[src/rtl/rcc_pkg.sv]
package rcc_pkg;

   // cause byte bit positions (firmware decodes these)
   localparam int unsigned CB_POR   = 7;
   localparam int unsigned CB_PIN   = 6;
   localparam int unsigned CB_WDOG  = 5;
   localparam int unsigned CB_ILLOP = 4;
   localparam int unsigned CB_LOC   = 2;
   localparam int unsigned CB_LVD   = 1;

   // data bit of a debug write that triggers a forced reset
   localparam int unsigned FORCE_BIT = 0;

   localparam logic [7:0] CAUSE_POR = 8'h82;

   typedef struct packed {
      logic pin;
      logic wdog;
      logic illop;
      logic loc;
      logic lvd;
      logic dbg;
   } rcc_req_t;

   function automatic logic [7:0] cause_of(input rcc_req_t r);
      logic [7:0] c;
      c           = '0;
      c[CB_PIN]   = r.pin;
      c[CB_WDOG]  = r.wdog;
      c[CB_ILLOP] = r.illop;
      c[CB_LOC]   = r.loc;
      c[CB_LVD]   = r.lvd;
      return c;
   endfunction

endpackage

[src/rtl/rcc_sync.sv]
module rcc_sync #(
   parameter int unsigned STAGES  = 2,
   parameter logic        RST_VAL = 1'b1
) (
   input  logic clk,
   input  logic arst,
   input  logic d,
   output logic q
);

   generate
      if (STAGES == 0) begin : g_pass
         assign q = d;
      end else begin : g_chain
         logic [STAGES-1:0] stg_q;
         always_ff @(posedge clk or posedge arst) begin
            if (arst) stg_q <= {STAGES{RST_VAL}};
            else      stg_q <= {stg_q[STAGES-2:0], d};
         end
         assign q = stg_q[STAGES-1];
      end
   endgenerate

endmodule

[src/rtl/rcc_qual.sv]
module rcc_qual
   import rcc_pkg::*;
#(
   parameter int unsigned ADDR_W     = 8,
   parameter logic [ADDR_W-1:0] FORCE_ADDR = 8'h01
) (
   input  logic              clk,
   input  logic              arst,
   input  logic              pin_sync_n,
   input  logic              wdog_timeout,
   input  logic              wdog_en,
   input  logic              illop_det,
   input  logic              stop_exec,
   input  logic              stop_en,
   input  logic              bgnd_exec,
   input  logic              bgnd_en,
   input  logic              clk_lost,
   input  logic              lv_trip,
   input  logic              lvr_en,
   input  logic              lvs_en,
   input  logic [ADDR_W-1:0] bus_addr,
   input  logic              bus_we,
   input  logic              bus_dbg,
   input  logic              force_dat,
   output rcc_req_t          req,
   output logic              req_any
);

   logic hit_force;
   logic stop_bad;
   logic bgnd_bad;

   assign hit_force = (bus_addr == FORCE_ADDR);
   assign stop_bad  = stop_exec & ~stop_en;
   assign bgnd_bad  = bgnd_exec & ~bgnd_en;

   always_comb begin
      req       = '0;
      req.pin   = ~pin_sync_n;
      req.wdog  = wdog_timeout & wdog_en;
      req.illop = illop_det | stop_bad | bgnd_bad;
      req.loc   = clk_lost;
      req.lvd   = lv_trip & lvr_en & lvs_en;
      req.dbg   = bus_we & bus_dbg & hit_force & force_dat;
   end

   assign req_any = |req;

   // processor-side writes never reach the force path
   assert_cpu_force_R10: assert property (@(posedge clk) disable iff (arst)
      (bus_we && !bus_dbg) |-> !req.dbg);

   // a gated watchdog timeout produces no request
   assert_wdog_gate_R5: assert property (@(posedge clk) disable iff (arst)
      (!wdog_en && pin_sync_n && !illop_det && !stop_bad && !bgnd_bad
       && !clk_lost && !lv_trip && !bus_we) |-> !req_any);

endmodule

[src/rtl/rcc_stretch.sv]
module rcc_stretch #(
   parameter int unsigned STRETCH_CYC = 32
) (
   input  logic clk,
   input  logic arst,
   input  logic req_any,
   output logic rst_o
);

   localparam int unsigned CNT_W = $clog2(STRETCH_CYC + 1);
   localparam logic [CNT_W-1:0] CNT_LOAD = CNT_W'(STRETCH_CYC);

   logic [CNT_W-1:0] cnt_q;

   always_ff @(posedge clk or posedge arst) begin
      if (arst)             cnt_q <= CNT_LOAD;
      else if (req_any)     cnt_q <= CNT_LOAD;
      else if (cnt_q != '0) cnt_q <= cnt_q - 1'b1;
   end

   assign rst_o = (cnt_q != '0);

   // independent count of request-free cycles
   logic [CNT_W-1:0] quiet_q;
   always_ff @(posedge clk or posedge arst) begin
      if (arst)                     quiet_q <= '0;
      else if (req_any)             quiet_q <= '0;
      else if (quiet_q != CNT_LOAD) quiet_q <= quiet_q + 1'b1;
   end

   assert_hold_R2: assert property (@(posedge clk) disable iff (arst)
      req_any |=> rst_o);

   assert_release_R2: assert property (@(posedge clk) disable iff (arst)
      $fell(rst_o) |-> !$past(req_any));

   assert_length_R2: assert property (@(posedge clk) disable iff (arst)
      rst_o == (quiet_q != CNT_LOAD));

endmodule

[src/rtl/rcc_regs.sv]
module rcc_regs
   import rcc_pkg::*;
#(
   parameter int unsigned ADDR_W     = 8,
   parameter logic [ADDR_W-1:0] STAT_ADDR  = 8'h00,
   parameter logic [ADDR_W-1:0] FORCE_ADDR = 8'h01
) (
   input  logic              clk,
   input  logic              arst,
   input  logic              latch_en,
   input  logic [7:0]        new_cause,
   input  logic [ADDR_W-1:0] bus_addr,
   input  logic              bus_we,
   input  logic              bus_re,
   output logic [7:0]        bus_rdata,
   output logic              wdog_restart,
   output logic [7:0]        cause_o
);

   logic [7:0] cause_q;
   logic       restart_q;
   logic       hit_stat;
   logic       hit_force;

   assign hit_stat  = (bus_addr == STAT_ADDR);
   assign hit_force = (bus_addr == FORCE_ADDR);

   always_ff @(posedge clk or posedge arst) begin
      if (arst)          cause_q <= CAUSE_POR;
      else if (latch_en) cause_q <= new_cause;
   end

   always_ff @(posedge clk or posedge arst) begin
      if (arst) restart_q <= 1'b0;
      else      restart_q <= bus_we & hit_stat;
   end

   always_comb begin
      bus_rdata = 8'h00;
      if (bus_re) begin
         if (hit_stat)       bus_rdata = cause_q;
         else if (hit_force) bus_rdata = 8'h00;
      end
   end

   assign wdog_restart = restart_q;
   assign cause_o      = cause_q;

   assert_restart_R9: assert property (@(posedge clk) disable iff (arst)
      (bus_we && bus_addr == STAT_ADDR) |=> wdog_restart);

   assert_restart_src_R9: assert property (@(posedge clk) disable iff (arst)
      wdog_restart |-> $past(bus_we && bus_addr == STAT_ADDR));

   assert_force_read_R10: assert property (@(posedge clk) disable iff (arst)
      (bus_re && bus_addr == FORCE_ADDR) |-> bus_rdata == 8'h00);

   assert_unmapped_R11: assert property (@(posedge clk) disable iff (arst)
      (!bus_re || (bus_addr != STAT_ADDR && bus_addr != FORCE_ADDR))
      |-> bus_rdata == 8'h00);

endmodule

[src/rtl/rst_cause_ctrl.sv]
module rst_cause_ctrl
   import rcc_pkg::*;
#(
   parameter int unsigned STRETCH_CYC = 32,
   parameter int unsigned SYNC_STAGES = 2,
   parameter int unsigned ADDR_W      = 8,
   parameter logic [ADDR_W-1:0] STAT_ADDR  = 8'h00,
   parameter logic [ADDR_W-1:0] FORCE_ADDR = 8'h01
) (
   input  logic              clk,
   input  logic              por_det,
   input  logic              ext_rst_n,
   input  logic              wdog_timeout,
   input  logic              wdog_en,
   input  logic              illop_det,
   input  logic              stop_exec,
   input  logic              stop_en,
   input  logic              bgnd_exec,
   input  logic              bgnd_en,
   input  logic              clk_lost,
   input  logic              lv_trip,
   input  logic              lvr_en,
   input  logic              lvs_en,
   input  logic [ADDR_W-1:0] bus_addr,
   input  logic [7:0]        bus_wdata,
   input  logic              bus_we,
   input  logic              bus_re,
   input  logic              bus_dbg,
   output logic [7:0]        bus_rdata,
   output logic              wdog_restart,
   output logic              sys_rst
);

   generate
      if (STRETCH_CYC < 1) begin : g_bad_stretch
         $error("STRETCH_CYC must be at least 1");
      end
      if (SYNC_STAGES < 2) begin : g_bad_sync
         $error("SYNC_STAGES must be at least 2");
      end
      if (STAT_ADDR == FORCE_ADDR) begin : g_bad_map
         $error("STAT_ADDR and FORCE_ADDR must differ");
      end
      if (ADDR_W < 1 || ADDR_W > 16) begin : g_bad_aw
         $error("ADDR_W out of range");
      end
   endgenerate

   logic       pin_sync_n;
   rcc_req_t   req;
   logic       req_any;
   logic       latch_en;
   logic [7:0] cause;
   logic       unused_wdata;

   assign unused_wdata = ^{bus_wdata[7:FORCE_BIT+1]};

   rcc_sync #(
      .STAGES (SYNC_STAGES),
      .RST_VAL(1'b1)
   ) u_pin_sync (
      .clk (clk),
      .arst(por_det),
      .d   (ext_rst_n),
      .q   (pin_sync_n)
   );

   rcc_qual #(
      .ADDR_W    (ADDR_W),
      .FORCE_ADDR(FORCE_ADDR)
   ) u_qual (
      .clk         (clk),
      .arst        (por_det),
      .pin_sync_n  (pin_sync_n),
      .wdog_timeout(wdog_timeout),
      .wdog_en     (wdog_en),
      .illop_det   (illop_det),
      .stop_exec   (stop_exec),
      .stop_en     (stop_en),
      .bgnd_exec   (bgnd_exec),
      .bgnd_en     (bgnd_en),
      .clk_lost    (clk_lost),
      .lv_trip     (lv_trip),
      .lvr_en      (lvr_en),
      .lvs_en      (lvs_en),
      .bus_addr    (bus_addr),
      .bus_we      (bus_we),
      .bus_dbg     (bus_dbg),
      .force_dat   (bus_wdata[FORCE_BIT]),
      .req         (req),
      .req_any     (req_any)
   );

   rcc_stretch #(
      .STRETCH_CYC(STRETCH_CYC)
   ) u_stretch (
      .clk    (clk),
      .arst   (por_det),
      .req_any(req_any),
      .rst_o  (sys_rst)
   );

   // cause is captured on the first edge of an episode only
   assign latch_en = req_any & ~sys_rst;

   rcc_regs #(
      .ADDR_W    (ADDR_W),
      .STAT_ADDR (STAT_ADDR),
      .FORCE_ADDR(FORCE_ADDR)
   ) u_regs (
      .clk         (clk),
      .arst        (por_det),
      .latch_en    (latch_en),
      .new_cause   (cause_of(req)),
      .bus_addr    (bus_addr),
      .bus_we      (bus_we),
      .bus_re      (bus_re),
      .bus_rdata   (bus_rdata),
      .wdog_restart(wdog_restart),
      .cause_o     (cause)
   );

   assert_cause_stable_R3: assert property (@(posedge clk) disable iff (por_det)
      !(req_any && !sys_rst) |=> $stable(cause));

   assert_reserved_R3: assert property (@(posedge clk) disable iff (por_det)
      cause[3] == 1'b0 && cause[0] == 1'b0);

   assert_episode_open_R3: assert property (@(posedge clk) disable iff (por_det)
      (req_any && !sys_rst) |=> sys_rst);

endmodule

[config.mk]
export PLATFORM = sky130hd
export DESIGN_NAME = rst_cause_ctrl
export DESIGN_NICKNAME = d
export VERILOG_FILES = /design/src/rtl/rcc_pkg.sv /design/src/rtl/rcc_sync.sv /design/src/rtl/rcc_qual.sv /design/src/rtl/rcc_stretch.sv /design/src/rtl/rcc_regs.sv /design/src/rtl/rst_cause_ctrl.sv
export SDC_FILE = /design/constraint.sdc
export NUM_CORES = 1
export LEC_CHECK = 0
export BUFFER_PORTS_ARGS = -buffer_cell sky130_fd_sc_hd__buf_2
export CAP_MARGIN = 20
export CORE_UTILIZATION = 46
export CTS_CLUSTER_SIZE = 16
export DETAILED_ROUTE_END_ITERATION = 12
export PLACE_DENSITY_LB_ADDON = 0.05
export SYNTH_ARGS = -nofsm -noshare
export SYNTH_HDL_FRONTEND = slang
export SYNTH_SLANG_ARGS = --single-unit
[constraint.sdc]
create_clock -name clk -period 5.1 [get_ports clk]
set_clock_uncertainty 0.2 [all_clocks]
set_input_delay 0.51 -clock clk [delete_from_list [all_inputs] [get_ports clk]]
set_output_delay 0.51 -clock clk [all_outputs]
set_load 0.02 [all_outputs]
Word level (Yosys, flattened, before mapping)
Index checks and enable logic that the tools add are counted.

cells by class
  add/subtract/negate cells = 1
  equality and inequality tests = 1
  multiplexer cells = 4
  bitwise gates (word level) = 16
  reductions and logical operators = 4

operators with widths
  kind                                              number
  2-to-1 mux 8 bit                                  2
  2-to-1 mux 6 bit                                  2
  AND 1 bit                                         10
  == test 8 x 1 -> 1 bit, second input constant     1
  zero test 8 bit                                   1
  nonzero test 6 bit                                1
  OR reduction 6 bit                                1
  subtractor 6 x 1 -> 6 bit, second input constant  1
  NOT 1 bit                                         4
  OR 1 bit                                          2
  nonzero test 2 bit                                1

word-level totals
  bits in registers = 15
  bits of input ports = 33
  output and inout bits = 10
  logic and storage cells = 30

Depth between registers and ports, before layout
Gate-level depths: netlist of run 1.

  word-level depth = 6
  depth in mapped cells = 6
  gate-level depth less buffers = 6

Hierarchy
From an unflattened synthesis of run 1, not the netlist that was laid out.

unflattened totals
  cell total of the unflattened synthesis = 94
  area total of the unflattened synthesis = 1003.5 um^2

modules (own cells, without submodules)
  module          instances  cells each  area an instance (um^2)
  rcc_regs        1          42          490.5
  rcc_stretch     1          34          351.6
  rcc_qual        1          13          87.6
  rcc_sync        1          3           56.3
  rst_cause_ctrl  1          2           17.5

Worst setup path after synthesis of run 1
Ideal clock, no wire load.

  path kind = input to output
  start = input port bus_addr[4]
  end = output port bus_rdata[1]
  arrival = 1.504 ns
  path slack = 2.886 ns
  stages on the path = 4
  cells stage by stage = nor4_2 > nand2_1 > nor3b_1 > and2_1

between the ends
  word-level cells in the longest chain between the ends = 3

RTL lines
  what                RTL line              text
  start: declaration  rst_cause_ctrl.sv:24  input logic [ADDR_W-1:0] bus_addr,
  zero test 8 bit     rcc_regs.sv:25        assign hit_stat = (bus_addr == STAT_ADDR);
  2-to-1 mux 8 bit    rcc_regs.sv:41        if (hit_stat) bus_rdata = cause_q;
  2-to-1 mux 8 bit    rcc_regs.sv:40        if (bus_re) begin
  end: declaration    rst_cause_ctrl.sv:29  output logic [7:0] bus_rdata,

Every way passes these cells.

Final worst setup path of run 1
  start = input port bus_addr[4]
  end = output port bus_rdata[6]

Same word-level chain as after synthesis.

==> flow_summary_export.csv, run 1 <==
group,metric,value,unit
run_status,status,"complete, but fails checks",
run_status,violations,"DRC",
die,die_area,1910,sq um
die,start_util,0.514,
synth,synth_cell_types,31,
timing,worst_slew_pin_slew,549,ps
cts,cts_root_buffer,"clkbuf_4",
routing,num_vias,637,
placed_design,hpwl,1.15,mm
setup_path,crit_path_frequent_cell,"buf_2",
power,powerDensity,250,nW/um^2
cells_and_area,utilization,0.643,
timing,hold_viol,0,
setup_path,critPathLaunchType,"input port",
grt,grt.busiest_layer,"met2",
power,leakagePower,0.528,nW
grt,grt_pass1_wl,2.66,mm
cts,cts_buffers,3,
synth,synthTopCellsByArea,"dfrtp_1, dfstp_2, and2_1, inv_1, mux2i_1",
setup_path,max_stage_delay,490,ps
timing,finalSetupTns,0,ps
placed_design,routabilityCongestion,0.804,
cells_and_area,layout_commonest_cell,"buf_2",
routing,drtIter0Drc,1,
cts,cts.sinks,15,
synth,synth.cell_area,802,sq um
synth,yosysTopAreaCell,"dfrtp_1",
cts,clock_path_buffers,2,
timing,final.min_clock_period,2590,ps
cts,postCtsSetupRepairBufs,0,
timing,slew-limit-headroom,0.634,
cts,htreeDepth,1,
grt,grt_max_degree,16,
setup_path,slowest_stage,"nor3b_1",
cts,cts_tree,"done",
timing,setup-violations-final,0,
grt,use_met1,0.205,
setup_path,worstSetupEndpointType,"output port",
min_path,hp-class,"input port to async pin",
cts,path_clk_slew,90,ps
power,p_sw_frac,0.251,
grt,antenna_found_initial,0,
grt,grt_pass1_vias,658,
grt,grt_overflow,0,
routing,drcViolationCount,1,
cells_and_area,nets,146,
routing,first_pass_iters,7,
job,max_cap_violations,0,
routing,wl_per_cell,11.7,um
timing,fmax,0.387,GHz
synth,ys_seq_area_frac,0.476,
cells_and_area,fillers,149,
routing,vias_per_cell,5.02,
power,ir_worst_vdd,0.000201,V
routing,drt-total-wl,1.49,mm
cts,cts-resized-gates,0,
synth,yosysTopAreaCellShare,0.312,
setup_path,required,4390,ps
grt,use_met3,0.0750,
synth,synth_cells,75,
timing,period_share,0.507,
power,clkPwrFrac,0.261,
cells_and_area,syn2layout_area_growth,25.0,%
power,seqPwrFrac,0.569,
die,die_h,43.8,um
setup_path,rrSetupSlack,2980,ps
setup_path,critical_path.cell_chain,"buf_2 -> nor4_2 -> nand2_1 -> nor3b_1 -> and2_1 -> buf_2",
setup_path,cp.arrival,1880,ps
die,core.rowCount,14,
cells_and_area,drive_gt1_frac,0.423,
timing,rsz0062_at_grt,"false",
power,p_sw,0.0000628,W
setup_path,crit_fanout,6,
power,p_int,0.000187,W
synth,yosysWarnings,0,
timing,maxSlewViolCount,0,
routing,ant_nets,0,
power,p_comb_frac,0.170,
setup_path,ff2ff_path_depth,6,
cells_and_area,antenna_cells,0,
setup_path,path_delay_family,"simple AND/OR/NAND/NOR gates",
cts,holdBufCountCts,0,
die,die_x,43.8,um
synth,synth_seq_cells,15,
synth,avgSynthCellArea,10.7,sq um
grt,grtUsageMet2,0.355,
setup_path,r2r_end,"u_regs.cause_o[2]",
cts,clk_latency,280,ps
cells_and_area,final_cell_mix,"buf_2, inv_1, dfrtp_1, and2_1",
placed_design,numPortBuffers,33,
die,coreArea,1560,sq um
power,power,0.000250,W
setup_path,cp.buffers_inverters,2,
grt,grtUsageTotal,0.192,
setup_path,r2r_start,"u_stretch.cnt_q[0]",
setup_path,critical_path_class,"input port to output port",
die,io_pins,43,
## cell families after synthesis
family / share of synthesized area
mux: 0.0562
fa+ha+maj: 0.0156
compound gates: 0.0920
simple gates: 0.268
flops: 0.476
other cells: 0.00468
buf+inv: 0.0655
xor+xnor: 0.0218
## power groups by stage
| stage | logic, W | clock network [W] | registers (W) |
|---|---|---|---|
| 2_1_floorplan | 0.0000298 | 0 | 0.000142 |
| 4_1_cts | 0.0000432 | 0.0000682 | 0.000143 |
| 3_5_place_dp | 0.0000422 | 0 | 0.000145 |
| 3_3_place_gp | 0.0000413 | 0 | 0.000144 |
| 6_report | 0.0000426 | 0.0000652 | 0.000142 |
| 5_1_grt | 0.0000492 | 0.0000740 | 0.000145 |
## worst max path at each step
stage / endpoint / from / slack [ps] / cells after the start
after detailed placement: bus_rdata[6] / bus_addr[4] / 2500 / 6
after global routing: bus_rdata[6] / bus_addr[4] / 2380 / 6
after floorplan: bus_rdata[1] / bus_addr[4] / 2890 / 4
final: bus_rdata[6] / bus_addr[4] / 2510 / 6
after CTS: bus_rdata[6] / bus_addr[4] / 2480 / 6
after global placement: bus_rdata[6] / bus_addr[4] / 2460 / 6
## per-layer routing
metal	up-vias	routed length (um)
met4	0	0
met2	22	762
li1	325	-
met1	290	634
met5	-	0
met3	0	95
## flip-flops by register name (all words and copies together) (netlist names)
register,flops
u_pin_sync.g_chain.stg_q,2
u_regs.wdog_restart,1
u_stretch.cnt_q,6
u_regs.cause_o,6
## cell usage after synthesis
cell type and count:
a21oi_1 2, and4b_1 1, o21ai_0 1, dfrtp_1 10, and2_1 6, nor3_1 1, mux2_4 1, ha_1 1
nor2_1 4, a2111oi_0 1, nor3b_1 2, or4_1 1, a31oi_4 1, a211oi_1 1, nand3_1 4, inv_1 10
or2b_1 1, nand2_1 5, mux2i_1 3, nand2_4 1, buf_4 2, conb_1 1, nor4b_4 1, nor4_2 1
a221oi_2 1, and2b_1 1, and4_1 1, dfstp_2 5, nand3b_1 2, o22ai_1 1, xnor2_1 2
## area by class of cell
type | instances | area [sq um] | area share
Tap cell | 16 | 20.0 | 0.0200
Clock buffer | 4 | 26.3 | 0.0262
Multi-Input combinational cell | 49 | 372 | 0.371
Inverter | 10 | 37.5 | 0.0375
Sequential cell | 15 | 382 | 0.381
Timing Repair Buffer | 33 | 165 | 0.165
## per-stage QoR
stage	hold slack, ps	std cells	setup slack (ps)	cell area, sq um
3_3_place_gp	146	123	2460	976
4_1_cts	72.9	127	2480	1000
3_5_place_dp	147	123	2500	976
6_report	61.9	127	2510	1000
2_1_floorplan	145	76	2890	806
5_1_grt	85.5	127	2380	1000
(Power assumes the default switching activity.)
==> run 2, diff against run 1 <==
--- a/config.mk
+++ b/config.mk
@@ -7,7 +7,7 @@
 export LEC_CHECK = 0
 export BUFFER_PORTS_ARGS = -buffer_cell sky130_fd_sc_hd__buf_2
 export CAP_MARGIN = 20
-export CORE_UTILIZATION = 46
+export CORE_UTILIZATION = 43
 export CTS_CLUSTER_SIZE = 16
 export DETAILED_ROUTE_END_ITERATION = 12
 export PLACE_DENSITY_LB_ADDON = 0.05
==> constraint.sdc (replaced) <==
create_clock -name clk -period 2.4 [get_ports clk]
set_clock_uncertainty 0.2 [all_clocks]
set_input_delay 0.24 -clock clk [delete_from_list [all_inputs] [get_ports clk]]
set_output_delay 0.24 -clock clk [all_outputs]
set_load 0.02 [all_outputs]
==> flow_summary_export.csv, run 2 (synthesized netlist as in run 1, its figures left out) <==
group,metric,value,unit
run_status,status,"finished clean",
cts,clk_latency,290,ps
placed_design,numPortBuffers,33,
setup_path,critPathLaunchType,"flop",
placed_design,routabilityCongestion,0.819,
grt,grtUsageTotal,0.164,
timing,period_share,0.876,
job,max_cap_violations,0,
power,powerDensity,503,nW/um^2
cts,cts_buffers,3,
routing,vias_per_cell,4.80,
grt,antenna_found_initial,0,
cts,cts-resized-gates,0,
cts,cts_root_buffer,"clkbuf_4",
placed_design,place_area,1000,sq um
cells_and_area,design_area,1080,sq um
grt,grtUsageMet2,0.264,
timing,maxSlewViolCount,0,
setup_path,cp.arrival,1660,ps
power,p_sw_frac,0.257,
grt,grt_pass1_vias,564,
cells_and_area,syn2layout_area_growth,34.5,%
routing,wl_per_cell,10.8,um
routing,drtIter0Drc,7,
cts,postCtsSetupRepairBufs,0,
die,start_util,0.459,
grt,use_met1,0.200,
die,die_h,45.2,um
routing,num_vias,686,
setup_path,critical_path.cell_chain,"inv_1 -> ha_1 -> nor4b_4 -> nand2_4 -> buf_2",
power,leakagePower,0.558,nW
timing,worst_slew_pin_slew,552,ps
cts,clock_path_buffers,2,
timing,setup-violations-final,0,
timing,fmax,0.475,GHz
die,io_pins,43,
die,coreArea,1750,sq um
die,die_area,2040,sq um
setup_path,worstSetupEndpointType,"output port",
cts,path_clk_slew,90,ps
setup_path,path_delay_family,"simple AND/OR/NAND/NOR gates",
setup_path,slowest_stage,"dfrtp_1",
grt,grt_max_degree,16,
cells_and_area,antenna_cells,0,
die,die_x,45.2,um
power,p_sw,0.000139,W
setup_path,critical_path_class,"flop to output port",
grt,grt.busiest_layer,"met2",
timing,rsz0062_at_grt,"false",
setup_path,cp.buffers_inverters,2,
cells_and_area,drive_gt1_frac,0.415,
cells_and_area,utilization,0.618,
power,p_comb_frac,0.178,
timing,finalSetupTns,0,ps
routing,drt-total-wl,1.54,mm
cells_and_area,final_cell_mix,"buf_2, inv_1, dfrtp_1, and2_1",
setup_path,max_stage_delay,420,ps
placed_design,hpwl,1.15,mm
die,core.rowCount,15,
timing,hold_viol,0,
setup_path,required,1960,ps
cts,cts_tree,"done",
grt,use_met3,0.0400,
cts,htreeDepth,1,
routing,first_pass_iters,4,
timing,timing.final.ws_setup,297,ps
routing,drcViolationCount,0,
setup_path,crit_fanout,7,
timing,final.min_clock_period,2100,ps
placed_design,place_ws,346,ps
grt,grt_overflow,0,
grt,grt_pass1_wl,2.32,mm
power,seqPwrFrac,0.553,
power,p_int,0.000404,W
power,clkPwrFrac,0.269,
min_path,hp-class,"input port to flop",
cells_and_area,nets,153,
cells_and_area,layout_commonest_cell,"buf_2",
power,ir_worst_vdd,0.000346,V
cts,cts.sinks,15,
timing,slew-limit-headroom,0.632,
cts,holdBufCountCts,5,
routing,ant_nets,0,
run 2: changes by cell type in the layout (fill, tap and decap cells not counted), sizes merged:
cell / change
dlygate4sd3: +5
buf: +2
run 2: worst register-to-register path: stages (launching register included):
cell     delay, ps
dfrtp_1        420
inv_1           90
ha_1           230
nor4b_4        320
nand2_4        140
a31oi_4        250
mux2_4         330
run 2: path summary, 6_finish.rpt:
path | start | endpoint | slack, ps | cells after the start
max | u_stretch.cnt_q[0] | sys_rst | 300 | 5
min | clk_lost | u_regs.cause_o[2] | 10 | 2
max reg2reg | u_stretch.cnt_q[0] | u_regs.cause_o[2] | 320 | 6
min reg2reg | u_pin_sync.g_chain.stg_q[0] | u_pin_sync.g_chain.stg_q[1] | 160 | 0
max in group asynchronous | por_det | u_regs.cause_o[7] | 1280 | 3
min in group asynchronous | por_det | u_regs.cause_o[2] | 330 | 3
run 2: through the flow:
stage	hold slack, ps	total power, W	cells
finish	12.6	0.000543	143
global route	13.3	0.000573	143
CTS	8.10	0.000549	143
detailed placement	118	0.000397	134
global placement	123	0.000395	134
floorplan	-62.1	0.000365	76
run 2: cell type report:
type                            instances  area [sq um]
Tap cell                               25          31.3
Inverter                               10          37.5
Clock buffer                            4          26.3
Timing Repair Buffer                   40           230
Multi-Input combinational cell         49           372
Fill cell                             162           667
Sequential cell                        15           382
run 2: power by group through the flow:
stage / Combinational (W) / Sequential (W) / Clock (W)
floorplan: 0.0000633 / 0.000302 / 0
global placement: 0.0000906 / 0.000305 / 0
detailed placement: 0.0000917 / 0.000306 / 0
CTS: 0.0000984 / 0.000301 / 0.000150
global route: 0.000111 / 0.000305 / 0.000157
finish: 0.0000968 / 0.000300 / 0.000146
run 2: metal layers:
metal  routed length [um]  vias up
li1                     -      338
met5                    0        -
met3                  122        5
met4                   34        0
met2                  719       30
met1                  666      313
==> run 3, diff against run 2 <==
==> constraint.sdc (replaced) <==
create_clock -name clk -period 2 [get_ports clk]
set_clock_uncertainty 0.2 [all_clocks]
set_input_delay 0.2 -clock clk [delete_from_list [all_inputs] [get_ports clk]]
set_output_delay 0.2 -clock clk [all_outputs]
set_load 0.02 [all_outputs]
==> flow_summary_export.csv, run 3 (synthesized netlist as in run 1, its figures left out) <==
group,metric,value,unit
min_path,holdPathEnd,"u_regs.cause_o[4]",
routing,route.met3.wl,130,um
die,coreArea,1750,sq um
power,powerDensity,572,nW/um^2
timing,finalSetupTns,0,ps
die,io_pins,43,
cts,cts_root_buffer,"clkbuf_4",
timing,maxSlewViolCount,0,
setup_path,ff2ff_path_depth,7,
die,die_area,2040,sq um
routing,drtIter0Drc,8,
grt,grt_max_degree,16,
placed_design,hpwl,1.18,mm
timing,slew-limit-headroom,0.635,
cts,cts_tree,"done",
setup_path,slowest_stage,"dfrtp_1",
power,power,0.000680,W
setup_path,r2r_end,"u_regs.cause_o[6]",
cts,cts_buffers,3,
grt,grt_pass1_wl,2.59,mm
routing,drcViolationCount,0,
cts,path_clk_slew,90,ps
cts,cts.sinks,15,
routing,wl_per_cell,11.3,um
cts,clock_path_buffers,2,
timing,setup-violations-final,0,
routing,highest_layer,"met4",
die,die_x,45.2,um
setup_path,critical_path_class,"flop to output port",
cells_and_area,layout_commonest_cell,"buf_2",
cts,htreeDepth,1,
power,ir_worst_vdd,0.000498,V
routing,first_pass_iters,4,
placed_design,routabilityCongestion,0.755,
setup_path,cp.arrival,1510,ps
setup_path,critPathLaunchType,"flop",
cells_and_area,fillers,151,
cells_and_area,design_area,1190,sq um
placed_design,numPortBuffers,33,
die,core.rowCount,15,
cells_and_area,drive_gt1_frac,0.465,
run_status,status,"finished clean",
timing,hold_viol,0,
cts,clk_latency,300,ps
routing,m1WireLength,709,um
grt,antenna_found_initial,0,
routing,vias_per_cell,4.83,
cells_and_area,syn2layout_area_growth,48.2,%
grt,grt_pass1_vias,658,
cells_and_area,nets,164,
min_path,hold-path-cell-count,3,
timing,fmax,0.523,GHz
timing,period_share,0.956,
timing,worst_slew_pin_slew,547,ps
routing,drt-total-wl,1.74,mm
grt,grtUsageTotal,0.185,
die,die_h,45.2,um
cells_and_area,final_cell_mix,"buf_2, dfrtp_1, inv_1, dlygate4sd3_1, buf_4",
placed_design,place_area,1020,sq um
grt,grt_overflow,0,
min_path,hp-start,"illop_det",
power,leakagePower,0.612,nW
setup_path,r2r_start,"u_stretch.cnt_q[1]",
die,start_util,0.459,
setup_path,path_delay_family,"flip-flops",
setup_path,cp.buffers_inverters,2,
setup_path,critical_path.cell_chain,"inv_1 -> ha_2 -> nor4b_4 -> nand2_4 -> buf_4",
setup_path,worstSetupEndpointType,"output port",
cells_and_area,antenna_cells,0,
routing,dr_wl_met2,859,um
min_path,hp-class,"input port to flop",
setup_path,rrSetupSlack,90,ps
setup_path,crit_fanout,6,
routing,num_vias,744,
setup_path,max_stage_delay,390,ps
routing,ant_nets,0,
timing,final.min_clock_period,1910,ps
job,max_cap_violations,0,
timing,rsz0062_at_grt,"true",
setup_path,required,1600,ps
run 3: changes by cell type in the layout (fill, tap and decap cells not counted), sizes merged:
| cell | delta |
|---|---|
| buf | +7 |
| dlygate4sd3 | +4 |
run 3: through the flow:
| step | util | setup WS [ps] | cells | hold slack (ps) |
|---|---|---|---|---|
| 6_report | 0.681 | 88.8 | 154 | 52.5 |
| 3_5_place_dp | 0.583 | 84.4 | 136 | 76.6 |
| 5_1_grt | 0.681 | -39.4 | 154 | 79.9 |
| 2_1_floorplan | - | 15.2 | 76 | -102 |
| 4_1_cts | 0.661 | 50.8 | 151 | 40.4 |
| 3_3_place_gp | 0.583 | 134 | 136 | 73.6 |
run 3: area by class of cell:
| type | count | area, sq um | area share |
|---|---|---|---|
| Clock buffer | 4 | 26.3 | 0.0221 |
| Inverter | 10 | 37.5 | 0.0316 |
| Tap cell | 25 | 31.3 | 0.0263 |
| Timing Repair Buffer | 51 | 329 | 0.277 |
| Multi-Input combinational cell | 49 | 383 | 0.322 |
| Sequential cell | 15 | 382 | 0.321 |
run 3: report_power, final:
| part | internal, W | switching, W | leakage [nW] |
|---|---|---|---|
| Clock | 0.0000777 | 0.000101 | 0.0150 |
| Combinational | 0.0000778 | 0.0000627 | 0.415 |
| Sequential | 0.000344 | 0.0000164 | 0.183 |
run 3: worst max path at each step:
stage,startpoint,endpoint,depth (start not counted)
5_1_grt,u_stretch.cnt_q[1],u_regs.cause_o[6],7
3_3_place_gp,u_stretch.cnt_q[0],u_regs.cause_o[6],7
4_1_cts,u_stretch.cnt_q[0],u_regs.cause_o[6],7
6_report,u_stretch.cnt_q[1],sys_rst,5
3_5_place_dp,u_stretch.cnt_q[0],u_regs.cause_o[6],7
2_1_floorplan,u_stretch.cnt_q[0],u_regs.cause_o[2],6
run 3: what timing repair did:
| action | CTS | global route |
|---|---|---|
| endpoints found under the hold margin | 15 | 0 |
| hold buffers | 9 | 0 |
| endpoints found under the setup margin | 1 | 8 |
| buffers inserted | 3 | 3 |
| gates resized for setup | 2 | 4 |
| pin swaps | 1 | 1 |
| cloned | 0 | 0 |
run 3: metal layers:
metal  vias up  track usage
li1        357            -
met4         0        0.127
met3         4       0.0400
met5         -            0
met2        31        0.310
met1       352        0.209
run 3: worst register-to-register path, delay by kind of cell (launching register included):
kind | cells | cell delay (ps)
multiplexers | 1 | 210
flip-flops | 1 | 390
AND/OR/NAND/NOR | 2 | 390
buffers and inverters | 2 | 240
adder cells (fa/ha/maj) | 1 | 180
AO/OA/AOI/OAI | 1 | 210
